==> config.mk <==
export PLATFORM = sky130hd
export DESIGN_NAME = tws_slave
export DESIGN_NICKNAME = d
export VERILOG_FILES = /design/src/rtl/tws_pkg.sv /design/src/rtl/tws_sync.sv /design/src/rtl/tws_addr_dec.sv /design/src/rtl/tws_engine.sv /design/src/rtl/tws_slave.sv
export SDC_FILE = /design/constraint.sdc
export NUM_CORES = 1
export LEC_CHECK = 0
export ABC_AREA = 1
export CAP_MARGIN = 10
export CORE_ASPECT_RATIO = 0.8
export CORE_MARGIN = 4
export CORE_UTILIZATION = 54
export CTS_BUF_LIST = sky130_fd_sc_hd__clkbuf_4 sky130_fd_sc_hd__clkbuf_8
export DETAILED_ROUTE_END_ITERATION = 7
export GPL_TIMING_DRIVEN = 1
export PLACE_DENSITY = 0.83
export SLEW_MARGIN = 10
export SYNTH_ARGS = -nofsm -noshare
export SYNTH_HDL_FRONTEND = slang
export SYNTH_SLANG_ARGS = --single-unit
==> constraint.sdc <==
create_clock -name clk -period 2.4 [get_ports clk]
set_input_delay 0.24 -clock clk [delete_from_list [all_inputs] [get_ports clk]]
set_output_delay 0.24 -clock clk [all_outputs]
set_load 0.1 [all_outputs]
==> src/rtl/tws_pkg.sv <==
package tws_pkg;
  typedef enum logic [3:0] {
    S_IDLE, S_ADDR, S_ADEC, S_AACK,
    S_RX, S_RDEC, S_RACK, S_TX, S_TACK
  } eng_state_t;
endpackage

==> src/rtl/tws_sync.sv <==
module tws_sync #(
  parameter int STAGES = 2
) (
  input  logic clk,
  input  logic rst,
  input  logic scl_raw,
  input  logic sda_raw,
  output logic scl_s,
  output logic sda_s,
  output logic scl_rise,
  output logic scl_fall,
  output logic start_p,
  output logic stop_p
);
  logic [1:0] chain [STAGES];
  logic [1:0] prev;

  genvar g;
  generate
    for (g = 0; g < STAGES; g++) begin : g_stage
      always_ff @(posedge clk) begin
        if (rst) chain[g] <= 2'b11;
        else if (g == 0) chain[g] <= {scl_raw, sda_raw};
        else chain[g] <= chain[(g == 0) ? 0 : g - 1];
      end
    end
  endgenerate

  always_ff @(posedge clk) begin
    if (rst) prev <= 2'b11;
    else prev <= chain[STAGES-1];
  end

  assign scl_s    = chain[STAGES-1][1];
  assign sda_s    = chain[STAGES-1][0];
  assign scl_rise = scl_s & ~prev[1];
  assign scl_fall = ~scl_s & prev[1];
  // data edges while the clock line stays high
  assign start_p  = scl_s & prev[1] & prev[0] & ~sda_s;
  assign stop_p   = scl_s & prev[1] & ~prev[0] & sda_s;
endmodule

==> src/rtl/tws_addr_dec.sv <==
module tws_addr_dec #(
  parameter int DATA_W   = 8,
  parameter int RSV_BITS = 4
) (
  input  logic [DATA_W-1:0] cand,
  input  logic [DATA_W-2:0] own_addr,
  input  logic              gc_en,
  input  logic              busy,
  output logic              hit,
  output logic              is_gc
);
  localparam int AW = DATA_W - 1;
  logic [AW-1:0] addr;
  logic          rd, reserved, own_hit;

  always_comb begin
    addr     = cand[DATA_W-1:1];
    rd       = cand[0];
    reserved = &addr[AW-1:AW-RSV_BITS];
    is_gc    = (addr == '0) && !rd && gc_en;
    own_hit  = (addr == own_addr) && !reserved && (addr != '0);
    hit      = !busy && (is_gc || own_hit);
  end
endmodule

==> src/rtl/tws_engine.sv <==
module tws_engine
  import tws_pkg::*;
#(
  parameter int DATA_W = 8
) (
  input  logic              clk,
  input  logic              rst,
  input  logic              sda_s,
  input  logic              scl_rise,
  input  logic              scl_fall,
  input  logic              start_p,
  input  logic              stop_p,
  input  logic              addr_hit,
  input  logic              addr_gc,
  input  logic [DATA_W-1:0] tx_data,
  output logic [DATA_W-1:0] cand,
  output logic              sda_oe,
  output logic              tx_take,
  output logic [DATA_W-1:0] rx_data,
  output logic              rx_valid,
  output logic              rx_gc
);
  localparam int CW = $clog2(DATA_W + 1);
  localparam logic [CW-1:0] LAST = CW'(DATA_W - 1);
  localparam logic [CW-1:0] FULL = CW'(DATA_W);

  eng_state_t        st;
  logic [DATA_W-1:0] sh;
  logic [CW-1:0]     cnt;
  logic              hit_q, rd_q, gc_q, mnack;

  assign cand = {sh[DATA_W-2:0], sda_s};

  always_ff @(posedge clk) begin
    if (rst) begin
      st <= S_IDLE; sh <= '0; cnt <= '0;
      hit_q <= 1'b0; rd_q <= 1'b0; gc_q <= 1'b0; mnack <= 1'b0;
      sda_oe <= 1'b0; tx_take <= 1'b0;
      rx_data <= '0; rx_valid <= 1'b0; rx_gc <= 1'b0;
    end else begin
      rx_valid <= 1'b0;
      tx_take  <= 1'b0;
      if (start_p) begin
        st <= S_ADDR; cnt <= '0; sda_oe <= 1'b0;
      end else if (stop_p) begin
        st <= S_IDLE; sda_oe <= 1'b0;
      end else begin
        case (st)
          S_ADDR: if (scl_rise) begin
            sh  <= cand;
            cnt <= cnt + 1'b1;
            if (cnt == LAST) begin
              st <= S_ADEC; hit_q <= addr_hit; rd_q <= sda_s; gc_q <= addr_gc;
            end
          end
          S_ADEC: if (scl_fall) begin
            if (hit_q) begin sda_oe <= 1'b1; st <= S_AACK; end
            else st <= S_IDLE;
          end
          S_AACK: if (scl_fall) begin
            cnt <= '0;
            if (rd_q) begin
              sh <= tx_data; sda_oe <= ~tx_data[DATA_W-1];
              tx_take <= 1'b1; st <= S_TX;
            end else begin
              sda_oe <= 1'b0; st <= S_RX;
            end
          end
          S_RX: if (scl_rise) begin
            sh  <= cand;
            cnt <= cnt + 1'b1;
            if (cnt == LAST) st <= S_RDEC;
          end
          S_RDEC: if (scl_fall) begin
            rx_data <= sh; rx_gc <= gc_q; rx_valid <= 1'b1;
            sda_oe <= 1'b1; st <= S_RACK;
          end
          S_RACK: if (scl_fall) begin
            sda_oe <= 1'b0; cnt <= '0; st <= S_RX;
          end
          S_TX: begin
            if (scl_rise) cnt <= cnt + 1'b1;
            else if (scl_fall) begin
              if (cnt == FULL) begin
                sda_oe <= 1'b0; st <= S_TACK;
              end else begin
                sh <= sh << 1; sda_oe <= ~sh[DATA_W-2];
              end
            end
          end
          S_TACK: begin
            if (scl_rise) mnack <= sda_s;
            else if (scl_fall) begin
              cnt <= '0;
              if (!mnack) begin
                sh <= tx_data; sda_oe <= ~tx_data[DATA_W-1];
                tx_take <= 1'b1; st <= S_TX;
              end else st <= S_IDLE;
            end
          end
          default: st <= S_IDLE;
        endcase
      end
    end
  end
endmodule

==> src/rtl/tws_slave.sv <==
module tws_slave #(
  parameter int DATA_W      = 8,
  parameter int SYNC_STAGES = 2,
  parameter int RSV_BITS    = 4
) (
  input  logic              clk,
  input  logic              rst,
  input  logic              scl_i,
  input  logic              sda_i,
  output logic              sda_oe,
  input  logic [DATA_W-2:0] own_addr,
  input  logic              gc_en,
  input  logic              busy,
  input  logic [DATA_W-1:0] tx_data,
  output logic              tx_take,
  output logic [DATA_W-1:0] rx_data,
  output logic              rx_valid,
  output logic              rx_gc
);
  logic scl_s, sda_s, scl_rise, scl_fall, start_p, stop_p;
  logic addr_hit, addr_gc;
  logic [DATA_W-1:0] cand;

  tws_sync #(.STAGES(SYNC_STAGES)) u_sync (
    .clk(clk), .rst(rst), .scl_raw(scl_i), .sda_raw(sda_i),
    .scl_s(scl_s), .sda_s(sda_s), .scl_rise(scl_rise), .scl_fall(scl_fall),
    .start_p(start_p), .stop_p(stop_p)
  );

  tws_addr_dec #(.DATA_W(DATA_W), .RSV_BITS(RSV_BITS)) u_dec (
    .cand(cand), .own_addr(own_addr), .gc_en(gc_en), .busy(busy),
    .hit(addr_hit), .is_gc(addr_gc)
  );

  tws_engine #(.DATA_W(DATA_W)) u_eng (
    .clk(clk), .rst(rst), .sda_s(sda_s), .scl_rise(scl_rise), .scl_fall(scl_fall),
    .start_p(start_p), .stop_p(stop_p), .addr_hit(addr_hit), .addr_gc(addr_gc),
    .tx_data(tx_data), .cand(cand), .sda_oe(sda_oe), .tx_take(tx_take),
    .rx_data(rx_data), .rx_valid(rx_valid), .rx_gc(rx_gc)
  );
endmodule

==> impl.org <==
** Logic synthesis
- Number of flops mapped to enable cells by yosys :: 0
- Number of synthesized register bits :: 38
- Number of warnings issued by yosys :: 0
- For this run, the register share of the synthesized area comes to 0.366.
- Unique masters post-synth :: 26
- The most common cell in the synthesized netlist is nand2_1.
- The biggest area contributor in the post-synthesis netlist is dfxtp_1.
- In the synthesized netlist, the number of instances is 332.
- The share of synthesized area in the top cell type comes to 0.366.
- Primary flip-flop cell chosen by synthesis mapping :: dfxtp_1
- Netlist area before placement :: 2080 um2
- Mean area per synthesized cell :: 6.26 um2
- Ranking of synthesized cells by area :: dfxtp_1 (37%), nand2_1 (16%), nor2_1 (11%)
- Commonest cells post-synth :: nand2_1 (88), nor2_1 (59), dfxtp_1 (38), inv_1 (38), a21oi_1 (24)
- Net count of the mapped netlist :: 355
- For this run, asynchronously set or reset flops after synthesis account for 0.

** Run status
- The run finished with clean final reports.

** Clock network
- Root buffer cell :: clkbuf_8
- TritonCTS created 5 clock buffers.
- CTS tree :: done
- Number of gates given a new drive strength after cts :: 0
- Hold-fix buffers at CTS :: 0
- CTS clock-pin slew for the worst setup and hold paths :: 70 ps
- Depth of the CTS H-tree :: 2
- Post-CTS setup buffer count :: 0
- Sink count of the clock tree :: 38
- The clock passes through at most 2 buffers.
- For the worst-skew pair, the clock arrives at the later sink with an insertion delay of around 300 ps.

** Hold path
- The path with the worst hold slack has its endpoint at u_sync.chain[1][1]$_SDFF_PP1_.
- Worst min-delay path class :: flip-flop to flip-flop
- Depth of the worst hold-timing path :: 1
- In this run the most critical hold path is launched from u_sync.chain[0][1]$_SDFF_PP1_.

** STA
- Across all hold checks on the routed design, the worst slack comes to 403 ps.
- Setup violation total in the final timing report :: 0
- Remaining max-slew budget at the tightest pin :: 0.618
- The clock arrives with approximately 6.7 ps of skew.
- Unrepaired setup endpoints after global routing :: no
- Transition time of the tightest slew-check pin :: 572 ps
- Final setup slack of the worst path :: roughly 580 ps
- Number of slew-limit violations in the final report :: 0
- Of the available clock period, the critical path in the final layout requires 0.756.
- The count of final hold-check violations is 0.
- Min Tclk post-route :: roughly 1800 ps
- Timing would allow up to between 0.5 and 0.6 GHz.
- Setup total negative slack on the finished layout was measured at 0 ps.

** Detailed routing
- TritonRoute pass-1 iters :: 5
- Wires add up to 5170 um.
- After detailed routing, the number of vias per cell comes to about 5.4.
- Wirelength per Cell :: 12.6 um
- Starting DRC count in detailed routing :: approximately 270
- Vias after detailed routing :: 2,194
- For this run, design rule violations remaining after detail routing come to 0.
- The count of nets left with antenna violations once routing finished came out at 0.

** Die
- Measured along the x axis, the die boundary spans between 70 and 80 um.
- Pin placement for this block handled 33 I/O pins.
- Total Die Area :: approximately 4900 um2
- Chip Height :: 63.5 um
- Total number of placement rows :: 19
- After floorplanning, the core was sized to cover 3570 um2.
- The initial utilization of the core area, before any placement, comes to 0.583.

** Setup path
- The worst register-to-register path has a depth of 12.
- Register-to-register setup slack :: 580 ps
- In this run the critical register-to-register path is launched from u_eng.cnt[0]$_SDFFE_PP0P_.
- STA classifies the critical path endpoint as a flip-flop.
- Required arrival time at the worst endpoint :: between 2000 and 3000 ps
- STA classifies the critical path startpoint as a flip-flop.
- Data arrival time of the worst path :: 2010 ps
- Maximum fanout encountered on the critical timing path :: 16
- WS Path Type :: flip-flop to flip-flop
- Worst reg2reg path endpoint :: u_eng.sh[7]$_SDFFE_PP0P_

** Placement
- Pre-CTS setup slack :: 597 ps
- Detailed placement ended at an HPWL of 4020 um.
- During placement, the flow inserted port buffers numbering 32.
- Final weighted congestion of routability-driven global placement :: a little under 0.9

** Global route
- For met1 alone, demand over resource in global routing was 0.310.
- GRT Overall Usage :: 0.215
- Initial antenna violation count :: 0
- Pin count of the biggest net entering global routing :: 20
- For met3 alone, demand over resource in global routing was 0.0499.
- Most crowded layer after global routing :: met1
- Number of global-route vias before repair :: 1,876
- The first global-routing pass estimated 8540 um of wire.
- Global routing finished with a remaining overflow of 0.
- Met2 track demand over resource in global routing :: 0.309

** Cells and area
- Fillcell total :: ~330
- Antenna diode count :: 0
- Signed area change from the synthesized netlist to the final layout :: 19.7%
- Of the cells placed in the final design, the portion with a size suffix greater than 1 is 0.106.
- The net count of the finished layout is 391.

** Power
- Part of the power in the clock network :: 0.196
- Switch share :: 0.430
- Worst IR drop on VDD :: 596 uV
- For this design the ratio of total power to cell area is approximately 860 nW/um2.
- Of the total power, registers draw 0.400.
- Total power consumption of the routed design :: 2.13 mW
- Summed over all nets, the switching power comes to 917 uW.
- In this run the static leakage power is 1.15 nW.
- P_int :: 1.21 mW
- Combinational power share :: 0.403

** Job
- Number of maximum-capacitance constraint violations :: 0
sequential cells by signal, summed over array words and instances (netlist names):
register / count
u_eng.cnt: 4
u_eng.gc_q: 1
u_eng.hit_q: 1
u_eng.mnack: 1
u_eng.rd_q: 1
u_eng.rx_data: 8
u_eng.rx_gc: 1
u_eng.rx_valid: 1
u_eng.sda_oe: 1
u_eng.sh: 8
u_eng.st: 4
u_eng.tx_take: 1
u_sync.chain: 4
u_sync.prev: 2
logic make-up (layout without fill, tap and decap cells):
logic type / Yosys count / after routing / share of synthesized area
fa+ha+maj: 2 / 2 / 0.0120
xor+xnor: 2 / 2 / 0.00843
flops: 38 / 38 / 0.366
compound gates: 51 / 51 / 0.128
simple gates: 192 / 192 / 0.397
buf+inv: 47 / 83 / 0.0891
how the worst max path moves through the flow:
| stage | from | end | slack [ps] | cells past startpoint |
|---|---|---|---|---|
| after floorplan | u_eng.cnt[0]$_SDFFE_PP0P_ | u_eng.sh[5]$_SDFFE_PP0P_ | 850 | 13 |
| after CTS | u_eng.cnt[0]$_SDFFE_PP0P_ | u_eng.sh[7]$_SDFFE_PP0P_ | 590 | 12 |
| after global placement | u_eng.cnt[0]$_SDFFE_PP0P_ | u_eng.sh[7]$_SDFFE_PP0P_ | 640 | 12 |
| after detailed placement | u_eng.cnt[0]$_SDFFE_PP0P_ | u_eng.sh[7]$_SDFFE_PP0P_ | 600 | 12 |
| after global routing | u_eng.cnt[0]$_SDFFE_PP0P_ | u_eng.sh[7]$_SDFFE_PP0P_ | 360 | 12 |
| final | u_eng.cnt[0]$_SDFFE_PP0P_ | u_eng.sh[7]$_SDFFE_PP0P_ | 580 | 12 |
worst max-delay path, cell delays in order (launching register included):
cell	delay (ps)
dfxtp_1	420
inv_1	70
ha_1	200
nand2_1	70
nor2_1	70
nand2_1	70
o21ai_0	80
nor2_1	150
nand2_2	80
nor2_4	310
nand2_1	100
nand2_1	70
nor2_1	40
routing by layer:
layer	routed length [um]	vias to the layer above
met3	506	17
met5	0	-
li1	-	1121
met1	2490	957
met4	129	0
met2	2040	99
stage by stage:
step	instances	utilization	cell area [um2]
floorplan	332	-	2080
global placement	403	0.675	2410
detailed placement	403	0.675	2410
CTS	410	0.698	2490
global route	410	0.698	2490
finish	410	0.698	2490
cell usage in the layout (no fill, tap or decap):
cell type	Yosys	routed
a21boi_0	2	2
a21oi_1	24	24
a22oi_1	1	1
buf_4	0	14
clkbuf_8	0	5
clkdlybuf4s50_1	0	20
clkinv_2	0	2
dfxtp_1	38	38
ha_1	2	2
inv_1	38	38
inv_2	4	4
nand2_1	88	88
nand2_2	4	4
nand2_4	1	1
nand3_1	22	22
nand3b_1	1	1
nand4_1	5	5
nor2_1	59	59
nor2_2	2	2
nor2_4	3	3
nor3_1	2	2
nor4_1	1	1
o211ai_1	1	1
o21ai_0	23	23
or2_2	4	4
xnor2_1	2	2
area by class of cell:
cell class              instances  area (um2)  share of cell area
inverters                      42         158              0.0634
clock inverters                 2        10.0             0.00402
flip-flops and latches         38         761               0.306
well taps                      42        52.6              0.0211
repair buffers                 34         305               0.123
clock buffers                   5        68.8              0.0277
multi-input cells             247        1130               0.455
power by group through the flow:
| stage | sequential (mW) | combinational (mW) | clock (mW) |
|---|---|---|---|
| 2_1_floorplan | 0.875 | 0.625 | 0 |
| 3_3_place_gp | 0.854 | 0.829 | 0 |
| 3_5_place_dp | 0.861 | 0.843 | 0 |
| 4_1_cts | 0.846 | 0.849 | 0.423 |
| 5_1_grt | 0.867 | 0.973 | 0.448 |
| 6_report | 0.853 | 0.859 | 0.418 |
No activity file was read; power rests on OpenSTA's default activity.
